--- config.mk ---
export PLATFORM = sky130hd
export DESIGN_NAME = spi_host_ctrl
export DESIGN_NICKNAME = d
export VERILOG_FILES = /design/src/rtl/spi_host_pkg.sv /design/src/rtl/spi_host_fifo.sv /design/src/rtl/spi_host_engine.sv /design/src/rtl/spi_host_ctrl.sv
export SDC_FILE = /design/constraint.sdc
export NUM_CORES = 1
export LEC_CHECK = 0
export ABC_AREA = 1
export BUFFER_PORTS_ARGS = -buffer_cell sky130_fd_sc_hd__buf_2
export CAP_MARGIN = 10
export CORE_ASPECT_RATIO = 2
export CORE_MARGIN = 4
export CORE_UTILIZATION = 40
export CTS_CLUSTER_DIAMETER = 150
export DETAILED_ROUTE_END_ITERATION = 16
export PLACE_DENSITY = 0.59
export SYNTH_ARGS = -nofsm -noshare
export SYNTH_HDL_FRONTEND = slang
export SYNTH_SLANG_ARGS = --single-unit
--- constraint.sdc ---
create_clock -name clk -period 2.7 [get_ports clk]
set_input_delay 0.27 -clock clk [delete_from_list [all_inputs] [get_ports clk]]
set_output_delay 0.27 -clock clk [all_outputs]
set_load 0.02 [all_outputs]
--- src/rtl/spi_host_pkg.sv ---
package spi_host_pkg;

    localparam int WORD_W = 32;
    localparam int LEN_W  = 5;
    localparam int SEL_W  = 2;
    localparam int CS_NUM = 1 << SEL_W;

    // register byte offsets
    localparam logic [8:0] OFS_CMD   = 9'h000;
    localparam logic [8:0] OFS_DIV   = 9'h004;
    localparam logic [8:0] OFS_XSTAT = 9'h010;
    localparam logic [8:0] OFS_FSTAT = 9'h014;
    localparam logic [8:0] OFS_TXQ   = 9'h108;
    localparam logic [8:0] OFS_RXQ   = 9'h188;

    // command register bit positions
    localparam int CB_GO    = 31;
    localparam int CB_CPOL  = 29;
    localparam int CB_CPHA  = 28;
    localparam int CB_SEL   = 26;
    localparam int CB_SWCS  = 21;
    localparam int CB_CSLVL = 20;
    localparam int CB_LSBF  = 16;
    localparam int CB_BSWAP = 15;
    localparam int CB_RXEN  = 12;
    localparam int CB_TXEN  = 11;

    localparam int XB_READY = 30;

    typedef enum logic [2:0] {
        ST_IDLE,
        ST_SETUP,
        ST_ACTIVE,
        ST_REST,
        ST_HOLD,
        ST_FINISH
    } eng_state_t;

    typedef struct packed {
        logic             cpol;
        logic             cpha;
        logic             lsb_first;
        logic             tx_en;
        logic             rx_en;
        logic [LEN_W-1:0] last_bit;
    } frame_cfg_t;

    function automatic logic [WORD_W-1:0] byte_rev(input logic [WORD_W-1:0] w);
        logic [WORD_W-1:0] r;
        for (int b = 0; b < WORD_W / 8; b++) begin
            r[b*8 +: 8] = w[(WORD_W/8 - 1 - b)*8 +: 8];
        end
        return r;
    endfunction

endpackage

--- src/rtl/spi_host_fifo.sv ---
module spi_host_fifo #(
    parameter int W     = 32,
    parameter int DEPTH = 4
) (
    input  logic         clk,
    input  logic         rst_n,
    input  logic         push,
    input  logic [W-1:0] push_data,
    input  logic         pop,
    output logic [W-1:0] head,
    output logic         empty,
    output logic         full
);
    localparam int AW = (DEPTH > 1) ? $clog2(DEPTH) : 1;

    logic [W-1:0] mem [DEPTH];
    logic [AW:0]  wp, rp;

    always_ff @(posedge clk or negedge rst_n) begin
        if (!rst_n) begin
            wp <= '0;
            rp <= '0;
        end else begin
            if (push) wp <= wp + 1'b1;
            if (pop)  rp <= rp + 1'b1;
        end
    end

    always_ff @(posedge clk) begin
        if (push) mem[wp[AW-1:0]] <= push_data;
    end

    assign head  = mem[rp[AW-1:0]];
    assign empty = (wp == rp);
    assign full  = (wp[AW] != rp[AW]) && (wp[AW-1:0] == rp[AW-1:0]);

    // the owner gates its strobes with the flags
    p_no_overflow_r10: assert property (@(posedge clk) disable iff (!rst_n)
        full |-> !push);
    p_no_underflow_r11: assert property (@(posedge clk) disable iff (!rst_n)
        empty |-> !pop);

endmodule

--- src/rtl/spi_host_engine.sv ---
module spi_host_engine
    import spi_host_pkg::*;
#(
    parameter int DIV_W = 8
) (
    input  logic              clk,
    input  logic              rst_n,
    input  logic              start,
    input  frame_cfg_t        cfg,
    input  logic              idle_cpol,
    input  logic [DIV_W-1:0]  div,
    input  logic [WORD_W-1:0] tx_word,
    input  logic              miso,
    output logic              busy,
    output logic              done,
    output logic              rx_strobe,
    output logic [WORD_W-1:0] rx_word,
    output logic              sclk,
    output logic              mosi
);
    eng_state_t        state_q, state_d;
    frame_cfg_t        cfg_q;
    logic [DIV_W-1:0]  div_q;
    logic [DIV_W-1:0]  timer_q;
    logic [LEN_W-1:0]  cnt_q;
    logic [WORD_W-1:0] word_q;
    logic [WORD_W-1:0] rx_q;
    logic              sclk_q, mosi_q;
    logic              tick;
    logic              lead_edge, trail_edge;

    function automatic logic bit_at(input logic [WORD_W-1:0] w,
                                    input logic [LEN_W-1:0] k,
                                    input logic [LEN_W-1:0] last,
                                    input logic lsb);
        logic [LEN_W-1:0] idx;
        idx = lsb ? k : (last - k);
        return w[idx];
    endfunction

    assign tick       = (timer_q == div_q);
    assign lead_edge  = tick && ((state_q == ST_SETUP) || (state_q == ST_REST));
    assign trail_edge = tick && (state_q == ST_ACTIVE);

    // state register
    always_ff @(posedge clk or negedge rst_n) begin
        if (!rst_n) state_q <= ST_IDLE;
        else        state_q <= state_d;
    end

    // transitions
    always_comb begin
        state_d = state_q;
        unique case (state_q)
            ST_IDLE:   if (start) state_d = ST_SETUP;
            ST_SETUP:  if (tick)  state_d = ST_ACTIVE;
            ST_ACTIVE: if (tick)  state_d = (cnt_q == cfg_q.last_bit) ? ST_HOLD : ST_REST;
            ST_REST:   if (tick)  state_d = ST_ACTIVE;
            ST_HOLD:   if (tick)  state_d = ST_FINISH;
            ST_FINISH: state_d = ST_IDLE;
            default:   state_d = ST_IDLE;
        endcase
    end

    // datapath and pin outputs
    always_ff @(posedge clk or negedge rst_n) begin
        if (!rst_n) begin
            cfg_q   <= '0;
            div_q   <= '0;
            timer_q <= '0;
            cnt_q   <= '0;
            word_q  <= '0;
            rx_q    <= '0;
            sclk_q  <= 1'b0;
            mosi_q  <= 1'b0;
        end else begin
            if (state_q == ST_IDLE || tick) timer_q <= '0;
            else                            timer_q <= timer_q + 1'b1;

            if (state_q == ST_IDLE) begin
                sclk_q <= idle_cpol;
                if (start) begin
                    cfg_q  <= cfg;
                    div_q  <= div;
                    cnt_q  <= '0;
                    rx_q   <= '0;
                    word_q <= cfg.tx_en ? tx_word : '0;
                    sclk_q <= cfg.cpol;
                    mosi_q <= (cfg.tx_en && !cfg.cpha) ?
                              bit_at(tx_word, '0, cfg.last_bit, cfg.lsb_first) : 1'b0;
                end
            end

            if (lead_edge) begin
                sclk_q <= ~cfg_q.cpol;
                if (!cfg_q.cpha) begin
                    if (cfg_q.lsb_first) rx_q[cnt_q] <= miso;
                    else                 rx_q <= {rx_q[WORD_W-2:0], miso};
                end else begin
                    mosi_q <= bit_at(word_q, cnt_q, cfg_q.last_bit, cfg_q.lsb_first);
                end
            end

            if (trail_edge) begin
                sclk_q <= cfg_q.cpol;
                if (cfg_q.cpha) begin
                    if (cfg_q.lsb_first) rx_q[cnt_q] <= miso;
                    else                 rx_q <= {rx_q[WORD_W-2:0], miso};
                end
                if (cnt_q != cfg_q.last_bit) begin
                    cnt_q <= cnt_q + 1'b1;
                    if (!cfg_q.cpha)
                        mosi_q <= bit_at(word_q, cnt_q + 1'b1, cfg_q.last_bit,
                                         cfg_q.lsb_first);
                end
            end

            if (state_q == ST_FINISH) mosi_q <= 1'b0;
        end
    end

    assign busy      = (state_q != ST_IDLE);
    assign done      = (state_q == ST_FINISH);
    assign rx_strobe = done && cfg_q.rx_en;
    assign rx_word   = rx_q;
    assign sclk      = sclk_q;
    assign mosi      = mosi_q;

    p_bit_count_r2: assert property (@(posedge clk) disable iff (!rst_n)
        (state_q == ST_HOLD) |-> (cnt_q == cfg_q.last_bit));
    p_finish_after_hold_r2: assert property (@(posedge clk) disable iff (!rst_n)
        done |-> $past(state_q == ST_HOLD));
    p_idle_level_r6: assert property (@(posedge clk) disable iff (!rst_n)
        (state_q == ST_IDLE && $past(state_q == ST_IDLE)) |-> (sclk_q == $past(idle_cpol)));
    p_mosi_quiet_r14: assert property (@(posedge clk) disable iff (!rst_n)
        (busy && !cfg_q.tx_en) |-> !mosi_q);

endmodule

--- src/rtl/spi_host_ctrl.sv ---
module spi_host_ctrl
    import spi_host_pkg::*;
#(
    parameter int FIFO_DEPTH = 4,
    parameter int DIV_W      = 8
) (
    input  logic        clk,
    input  logic        rst_n,
    input  logic        reg_wr,
    input  logic        reg_rd,
    input  logic [8:0]  reg_addr,
    input  logic [31:0] reg_wdata,
    output logic [31:0] reg_rdata,
    output logic        spi_sclk,
    output logic        spi_mosi,
    input  logic        spi_miso,
    output logic [3:0]  spi_cs_n
);
    logic [WORD_W-1:0] cmd_q;
    logic [DIV_W-1:0]  div_q;
    logic              ready_q, bswap_q;
    logic              tx_ovf_q, tx_unr_q, rx_ovf_q, rx_unr_q;

    logic wr_cmd, wr_div, wr_xst, wr_fst, wr_txq, rd_rxq;
    logic start, busy, done, rx_strobe;
    logic tx_push, tx_pop, tx_empty, tx_full;
    logic rx_push, rx_pop, rx_empty, rx_full;
    logic [WORD_W-1:0] tx_head, rx_head, rx_word, eng_tx;
    frame_cfg_t cfg;
    logic err;

    assign wr_cmd = reg_wr && (reg_addr == OFS_CMD);
    assign wr_div = reg_wr && (reg_addr == OFS_DIV);
    assign wr_xst = reg_wr && (reg_addr == OFS_XSTAT);
    assign wr_fst = reg_wr && (reg_addr == OFS_FSTAT);
    assign wr_txq = reg_wr && (reg_addr == OFS_TXQ);
    assign rd_rxq = reg_rd && (reg_addr == OFS_RXQ);

    assign start = wr_cmd && reg_wdata[CB_GO] && !busy;

    assign cfg.cpol      = reg_wdata[CB_CPOL];
    assign cfg.cpha      = reg_wdata[CB_CPHA];
    assign cfg.lsb_first = reg_wdata[CB_LSBF];
    assign cfg.tx_en     = reg_wdata[CB_TXEN];
    assign cfg.rx_en     = reg_wdata[CB_RXEN];
    assign cfg.last_bit  = reg_wdata[LEN_W-1:0];

    assign tx_push = wr_txq && !tx_full;
    assign tx_pop  = start && cfg.tx_en && !tx_empty;
    assign rx_push = rx_strobe && !rx_full;
    assign rx_pop  = rd_rxq && !rx_empty;

    assign eng_tx = tx_empty ? '0 :
                    (reg_wdata[CB_BSWAP] ? byte_rev(tx_head) : tx_head);

    spi_host_fifo #(.W(WORD_W), .DEPTH(FIFO_DEPTH)) u_txq (
        .clk(clk), .rst_n(rst_n),
        .push(tx_push), .push_data(reg_wdata),
        .pop(tx_pop), .head(tx_head),
        .empty(tx_empty), .full(tx_full)
    );

    spi_host_fifo #(.W(WORD_W), .DEPTH(FIFO_DEPTH)) u_rxq (
        .clk(clk), .rst_n(rst_n),
        .push(rx_push), .push_data(bswap_q ? byte_rev(rx_word) : rx_word),
        .pop(rx_pop), .head(rx_head),
        .empty(rx_empty), .full(rx_full)
    );

    spi_host_engine #(.DIV_W(DIV_W)) u_eng (
        .clk(clk), .rst_n(rst_n),
        .start(start), .cfg(cfg),
        .idle_cpol(cmd_q[CB_CPOL]), .div(div_q),
        .tx_word(eng_tx), .miso(spi_miso),
        .busy(busy), .done(done), .rx_strobe(rx_strobe),
        .rx_word(rx_word), .sclk(spi_sclk), .mosi(spi_mosi)
    );

    always_ff @(posedge clk or negedge rst_n) begin
        if (!rst_n) begin
            cmd_q    <= '0;
            div_q    <= '0;
            ready_q  <= 1'b0;
            bswap_q  <= 1'b0;
            tx_ovf_q <= 1'b0;
            tx_unr_q <= 1'b0;
            rx_ovf_q <= 1'b0;
            rx_unr_q <= 1'b0;
        end else begin
            if (wr_cmd) cmd_q <= {1'b0, reg_wdata[WORD_W-2:0]};
            if (wr_div) div_q <= reg_wdata[DIV_W-1:0];
            if (start)  bswap_q <= reg_wdata[CB_BSWAP];

            if (done)                              ready_q <= 1'b1;
            else if (wr_xst && reg_wdata[XB_READY]) ready_q <= 1'b0;

            if (wr_txq && tx_full)                     tx_ovf_q <= 1'b1;
            else if (wr_fst && reg_wdata[7])           tx_ovf_q <= 1'b0;
            if (start && cfg.tx_en && tx_empty)        tx_unr_q <= 1'b1;
            else if (wr_fst && reg_wdata[6])           tx_unr_q <= 1'b0;
            if (rx_strobe && rx_full)                  rx_ovf_q <= 1'b1;
            else if (wr_fst && reg_wdata[5])           rx_ovf_q <= 1'b0;
            if (rd_rxq && rx_empty)                    rx_unr_q <= 1'b1;
            else if (wr_fst && reg_wdata[4])           rx_unr_q <= 1'b0;
        end
    end

    assign err = tx_ovf_q | tx_unr_q | rx_ovf_q | rx_unr_q;

    always_comb begin
        reg_rdata = '0;
        case (reg_addr)
            OFS_CMD:   reg_rdata = {busy, cmd_q[WORD_W-2:0]};
            OFS_DIV:   reg_rdata = {{(WORD_W-DIV_W){1'b0}}, div_q};
            OFS_XSTAT: reg_rdata[XB_READY] = ready_q;
            OFS_FSTAT: reg_rdata = {23'd0, err, tx_ovf_q, tx_unr_q, rx_ovf_q, rx_unr_q,
                                    tx_full, tx_empty, rx_full, rx_empty};
            OFS_RXQ:   reg_rdata = rx_empty ? '0 : rx_head;
            default:   reg_rdata = '0;
        endcase
    end

    // chip selects: software level, or hardware framing on the selected line
    for (genvar i = 0; i < CS_NUM; i++) begin : g_cs
        assign spi_cs_n[i] = (cmd_q[CB_SEL +: SEL_W] != SEL_W'(i)) ? 1'b1 :
                             (cmd_q[CB_SWCS] ? cmd_q[CB_CSLVL] : !busy);
    end

    p_ready_cause_r9: assert property (@(posedge clk) disable iff (!rst_n)
        $rose(ready_q) |-> $past(done));
    p_go_busy_r9: assert property (@(posedge clk) disable iff (!rst_n)
        start |=> busy);
    p_cs_single_r7: assert property (@(posedge clk) disable iff (!rst_n)
        $countones(~spi_cs_n) <= 1);
    p_drop_full_r13: assert property (@(posedge clk) disable iff (!rst_n)
        (rx_strobe && rx_full) |=> rx_ovf_q);

endmodule

==> results of run 1 <==
[layer usage]
metal	part of all wire (%)	up-vias
li1	-	7660
met1	34	7914
met2	53	504
met3	4.1	175
met4	8.1	0
met5	0	-
[power groups by stage]
stage	registers (W)	clock network, W	logic (W)
after CTS	0.00757	0.00547	0.00425
after global routing	0.00760	0.00572	0.00489
after detailed placement	0.00770	0	0.00414
final	0.00758	0.00534	0.00441
after floorplan	0.00756	0	0.00262
after global placement	0.00769	0	0.00409
[worst max-delay path, delay by kind of cell, from the launching register on]
| family | cells | cell delay [ns] |
|---|---|---|
| buffers and inverters | 3 | 0.32 |
| adders and majority gates | 1 | 0.36 |
| AOI/OAI and AO/OA | 3 | 0.26 |
| and+or+nand+nor | 9 | 1.23 |
| DFF | 1 | 0.41 |
[cell usage in the layout, fill, tap and decap left out, types with 5 or more instances in the layout]
master           n
buf_6            5
nand3_1        195
nor2_4           7
edfxtp_1       256
ha_1            19
nor3_1           9
nand4_1         19
buf_2           77
o2111ai_1        5
o21ai_0        189
inv_2           22
nor2_1         186
o211ai_1         5
xnor2_1          5
a22oi_1         13
a22o_1          17
a32oi_1         16
clkinv_2         8
dlygate4sd3_1   24
buf_12          15
a21oi_1         49
buf_4           74
mux2_2          19
clkbuf_16       38
nor2_2          10
o22ai_1         74
o21ai_1         82
o21ai_2          5
dfrtp_1        153
xor2_1          10
nand2_1        471
clkbuf_1         7
inv_1          142
[metrics by stage]
| step | hold WS, ns | instances | area, µm² |
|---|---|---|---|
| 3_5_place_dp | 0.203 | 2842 | 21600 |
| 5_1_grt | 0.00989 | 2938 | 23200 |
| 3_3_place_gp | 0.199 | 2842 | 21600 |
| 2_1_floorplan | -0.0256 | 2153 | 20100 |
| 4_1_cts | 0.00617 | 2935 | 23100 |
| 6_report | 0.0193 | 2938 | 23200 |
[what timing repair did]
action / 4_1_cts / 5_1_grt
setup buffers: 1 / 3
endpoints found under the hold margin: 143 / 0
hold buffers: 24 / 0
setup endpoints to repair: 3 / 9
pin swaps: 2 / 7
resized for setup: 8 / 39
[cell families after synthesis]
| kind of cell | synth area share, % |
|---|---|
| compound gates | 13.2 |
| xor+xnor | 0.787 |
| fa+ha+maj | 1.64 |
| buf+inv | 6.03 |
| flops | 57.9 |
| mux | 1.07 |
| simple gates | 19.4 |
[flip-flops by register name, summed over array words and instances, names as in the netlist, 5 cells and up]
signal	flops
u_eng.word_q	32
u_eng.div_q	8
cmd_q	31
div_q	8
u_rxq.mem	128
u_eng.cfg_q	9
u_eng.rx_word	32
u_eng.cnt_q	5
u_eng.timer_q	8
u_txq.mem	128
[worst paths after layout]
kind	end	slack, ns	depth (start not counted)
max in group asynchronous	u_eng.rx_word[19]	1.70	3
worst min-delay path	u_txq.mem[3][17]	0.02	1
worst max register to register	u_eng.mosi	0.01	16
min in group asynchronous	u_eng.word_q[0]	0.18	2
worst max-delay path	u_eng.mosi	0.01	16
worst min register to register	u_eng.timer_q[0]	0.48	1
[cell type report]
cell class | instances | area [µm²] | area share, %
Sequential cell | 412 | 11600 | 49.9
Multi-Input combinational cell | 1452 | 7430 | 32.0
Timing Repair Buffer | 195 | 1540 | 6.62
Clock buffer | 49 | 1030 | 4.44
Tap cell | 643 | 805 | 3.46
Inverter | 168 | 643 | 2.77
Clock inverter | 19 | 184 | 0.792
==> flow_summary.yaml, run 1 <==
status:
  status: "finished, final reports clean"
synthesis:
  ys_seq_area_share_pct: 57.9
  synthTopCellsByArea: "edfxtp_1 38%, dfrtp_1 19%, nand2_1 8.9%"
  syn-num-nets: 2224
  synth_area_um2: 20000
  synthCells: 2153
  synth_top_cell_by_area: "edfxtp_1"
  synth_common_cells: "473 x nand2_1, 256 x edfxtp_1, 199 x nor2_1"
  yosysUniqueCellTypes: 51
  syn_avg_cell_area_um2: 9.30
  synth_edf_count: 256
  yosysTopAreaCellShare_pct: 38.4
  synthArstFlopShare_pct: 37.9
  synth_warnings: 0
  synth_flop_cell: "edfxtp_1"
  synth_seq_cells: 412
  synth.most_common_cell: "nand2_1"
die:
  core_region_area_um2: 49400
  io_pins: 84
  die_h_um: 324
  die_area_um2: 53900
  die_w_um: 166
  start_util_pct: 40.6
  row_count: 115
clocking:
  htree_levels: 2
  root_buffer: "clkbuf_16"
  clkSinkCount: 412
  cts_buffer_depth: 3
  cts_tree: "done"
  worst_skew_pair.late_latency_ns: 0.55
  cts_inserted_buffers: 37
  clkTransAtPathRegs_ns: 0.07
routing:
  avgRoutedWirePerCell_um: 22.0
  drc: 0
  dr.pass1.iters: 5
  num_vias: 16300
  drt-total-wl_mm: 64.6
  drtAntennaViolNets: 0
  initialDrtViolationCount: 1128
  vias_per_cell: 5.53
grt:
  met3_usage_pct: 2.59
  overflow: 0
  track_usage_pct: 23.3
  grt_max_degree: 65
  grt_pass1_wl_mm: 97.3
  met1_usage_pct: 23.9
  grt_pass1_vias: 16500
  globalRoute.busiestLayer: "met2"
  use_met2_pct: 43.7
  antenna_found_initial: 0
pwr:
  vdd_drop_max_mv: 0.459
  leakagePower_nw: 9.30
  pwr_density_cell_nw_per_um2: 746
  p_total_w: 0.0173
  pwr-share-clk_pct: 30.8
  p_sw_share_pct: 32.6
  intPower_w: 0.0117
  p_switching_w: 0.00565
  pwr-share-seq_pct: 43.7
  p_comb_share_pct: 25.4
cells_and_area:
  area_delta_synth_final_pct: 16.0
  final_nets: 2337
  insertedDiodeCount: 0
  final_core_util_pct: 47.1
  n_fill_cell: 4646
  drive_above_1_share_pct: 14.4
worst_setup_path:
  crit_type: "reg -> reg"
  r2r_start: "u_eng.cnt_q[2]"
  crit_chain: "buf_4 -> inv_2 -> ha_1 -> nand2_1 -> nor2_2 -> a211oi_1 -> or2_2 -> nand3_1 -> and2_1 -> inv_1 -> a21oi_1 -> nand2_1 -> nand2_2 -> nand2_1 -> nand2_1 -> a21oi_2"
  slowest_delay_ns: 0.41
  crit_fanout: 8
  path_common_cell: "nand2_1"
  crit_slowest_cell: "dfrtp_1"
  start_kind: "register"
  critical_path.startpoint: "u_eng.cnt_q[2]"
  crit_required_ns: 3.14
  arrival_ns: 3.13
  cp-end-kind: "register"
sta:
  finalSetupTns_ns: 0
  finalHoldViolations: 0
  max-slew-margin-rel_pct: 45.3
  period_share_pct: 99.6
  fin_crit_ns: 2.69
  finalSetupViolations: 0
  tightest_slew_ns: 0.811
  layout_setup_ws_ns: 0.0118
  final_max_slew_viol_count: 0
  rsz0062_at_grt: "true"
  finalClockSkew_ns: 0.0146
  fmax_mhz: 372
worst_hold_path:
  min_from: "reg_wdata[17]"
  hold_path_class: "in -> reg"
placed_design:
  dp_slack_ns: -0.0363
  place.gp.congestion: 0.995
  port-buffer-count: 83
  dp_hpwl_mm: 46.7
run:
  cap_violations: 0
No activity file was read; power rests on OpenSTA's default activity.
==> run 2: changes to the inputs <==
Settings changed: RECOVER_POWER set to 25, SKIP_LAST_GASP set to 1.
==> run 2 against run 1 <==
  * The run now ends with max-capacitance violations, max-slew violations, negative setup slack left
  * Combinational power about the same
  * Count of clock-buffer cells in the layout unchanged
  * Core utilization decreased by 0.12 points
  * First-iteration DRC count decreased by 2.6%
  * Clock power about the same
  * Global-route usage about the same
  * Register-to-register slack about the same
  * Cell count unchanged
  * Critical path type is now in -> reg
==> flow_summary.yaml, run 2 (same netlist as run 1, synthesis figures left out) <==
die:
  start_util_pct: 40.6
  die_w_um: 166
  row_count: 115
  core_region_area_um2: 49400
  die_area_um2: 53900
  die_h_um: 324
  io_pins: 84
pwr:
  intPower_w: 0.0117
  pwr_density_cell_nw_per_um2: 748
  pwr-share-seq_pct: 43.7
  vdd_drop_max_mv: 0.460
  p_comb_share_pct: 25.4
  p_sw_share_pct: 32.7
  leakagePower_nw: 9.20
  p_switching_w: 0.00567
  pwr-share-clk_pct: 30.9
cells_and_area:
  ff_latch_area_um2: 11600
  insertedDiodeCount: 0
  multi_input_area_um2: 7430
  n_fill_cell: 4668
  area_delta_synth_final_pct: 15.7
  final_nets: 2337
  layout_commonest_cell: "nand2_1"
  most-common-layout-cells: "471 x nand2_1, 256 x edfxtp_1, 195 x nand3_1"
  fin_area_um2: 23200
  drive_above_1_share_pct: 12.9
placed_design:
  dp_slack_ns: -0.0363
  place.gp.congestion: 0.995
  port-buffer-count: 83
  placed_cell_area_um2: 21600
  dp_hpwl_mm: 46.7
grt:
  antenna_found_initial: 0
  met3_usage_pct: 2.57
  globalRoute.busiestLayer: "met2"
  overflow: 0
  grt_pass1_vias: 16500
  grt_pass1_wl_mm: 97.3
  use_met2_pct: 43.6
  grt_max_degree: 65
  met1_usage_pct: 23.9
  track_usage_pct: 23.3
routing:
  drtAntennaViolNets: 0
  dr.pass1.iters: 6
  vias_per_cell: 5.52
  num_vias: 16200
  initialDrtViolationCount: 1099
  avgRoutedWirePerCell_um: 22.0
  drt-total-wl_mm: 64.5
  drc: 0
clocking:
  root_buffer: "clkbuf_16"
  cts_tree: "done"
  clkSinkCount: 412
  htree_levels: 2
  cts_inserted_buffers: 37
  worst_skew_pair.late_latency_ns: 0.55
  clkTransAtPathRegs_ns: 0.07
  cts_buffer_depth: 3
sta:
  tightest_slew_ns: 2.19
  rsz0062_at_grt: "true"
  finalClockSkew_ns: 0.0174
  max-slew-margin-rel_pct: -46.1
  fin_crit_ns: 2.71
  final_max_slew_viol_count: 71
  layout_setup_ws_ns: -0.0105
  finalSetupViolations: 1
  fmax_mhz: 369
  period_share_pct: 100
  finalHoldViolations: 0
worst_setup_path:
  crit_chain: "buf_2 -> clkbuf_1 -> nand3_1 -> nand2_1 -> nand3_1 -> nand3_1 -> nand3_1 -> nand3_1 -> nand2_1 -> nand2_1 -> nand3_1 -> nand2_1 -> nand2_1 -> a21oi_2"
  rr_endpoint: "u_eng.mosi"
  cp-end-kind: "register"
  reg2regPathDepth: 16
  slowest_delay_ns: 1.27
  critPathTopFamily: "simple AND/OR/NAND/NOR gates"
  rrSetupSlack_ns: 0.01
  path_common_cell: "nand3_1"
  start_kind: "input pin"
  crit_slowest_cell: "clkbuf_1"
  crit_required_ns: 3.18
  r2r_start: "u_eng.cnt_q[2]"
  critPathBufInv: 2
  arrival_ns: 3.19
  crit_type: "in -> reg"
  crit_fanout: 34
status:
  status: "finished with violations"
  violations: "max-capacitance violations, max-slew violations, negative setup slack"
worst_hold_path:
  hold_path_class: "in -> reg"
  holdPathEnd: "rx_unr_q"
  min_from: "reg_rd"
  holdPathStages: 3
run:
  cap_violations: 2
==> run 2: changes by cell type in the layout (fill, tap and decap cells not counted), sizes merged <==
cell / before / now
buf: 171 / 135
clkbuf: 49 / 85
==> run 2: what timing repair did <==
| action | 4_1_cts | 5_1_grt |
|---|---|---|
| resized for setup | 7 | 40 |
| buffers inserted | 1 | 3 |
| endpoints found under the setup margin | 3 | 9 |
| pin swaps | 2 | 7 |
| endpoints found under the hold margin | 143 | 0 |
| hold buffers | 24 | 0 |
==> run 2: area by class of cell <==
class / instances / area share [%]
timing repair buffer: 195 / 6.39
inverter: 168 / 2.78
clock buffer: 49 / 4.45
multi-input combinational: 1452 / 32.1
sequential: 412 / 50.0
tap: 643 / 3.47
clock inverter: 19 / 0.794
==> run 2: tightest hold or removal path, delay by kind of cell <==
family / cells / cell delay (ns)
simple gates: 2 / 0.15
buf+inv: 1 / 0.14
==> run 2: metal layers <==
layer | wire length, µm | share of wire [%]
met1 | 22300 | 35
met2 | 34500 | 53
met3 | 2360 | 3.7
met4 | 5350 | 8.3
met5 | 0 | 0
==> run 2: stage by stage <==
stage	hold WS, ns	utilization (%)	total power (W)	instances	setup TNS, ns
2_1_floorplan	-0.0256	-	0.0102	2153	-9.71
3_3_place_gp	0.199	43.7	0.0118	2842	-0.0222
3_5_place_dp	0.203	43.7	0.0118	2842	-0.0363
4_1_cts	0.00617	46.7	0.0173	2935	-0.0227
5_1_grt	0.0619	46.9	0.0182	2938	-2.14
6_report	0.0607	46.9	0.0173	2938	-0.0105
==> run 2: worst max path at each step <==
stage | cells after the start | endpoint | from
after global placement | 16 | u_eng.mosi | u_eng.cnt_q[0]
after CTS | 16 | u_eng.mosi | u_eng.cnt_q[2]
after global routing | 18 | u_eng.mosi | u_eng.cnt_q[0]
final | 14 | u_eng.mosi | reg_wdata[15]
after floorplan | 5 | u_rxq.mem[0][0] | u_rxq.rp[0]
after detailed placement | 16 | u_eng.mosi | u_eng.cnt_q[0]
==> run 2: power groups by stage <==
| stage | Clock, W | Combinational [W] | Sequential (W) |
|---|---|---|---|
| after floorplan | 0 | 0.00262 | 0.00756 |
| after global placement | 0 | 0.00409 | 0.00769 |
| after detailed placement | 0 | 0.00414 | 0.00770 |
| after CTS | 0.00547 | 0.00425 | 0.00757 |
| after global routing | 0.00572 | 0.00488 | 0.00760 |
| final | 0.00536 | 0.00440 | 0.00758 |
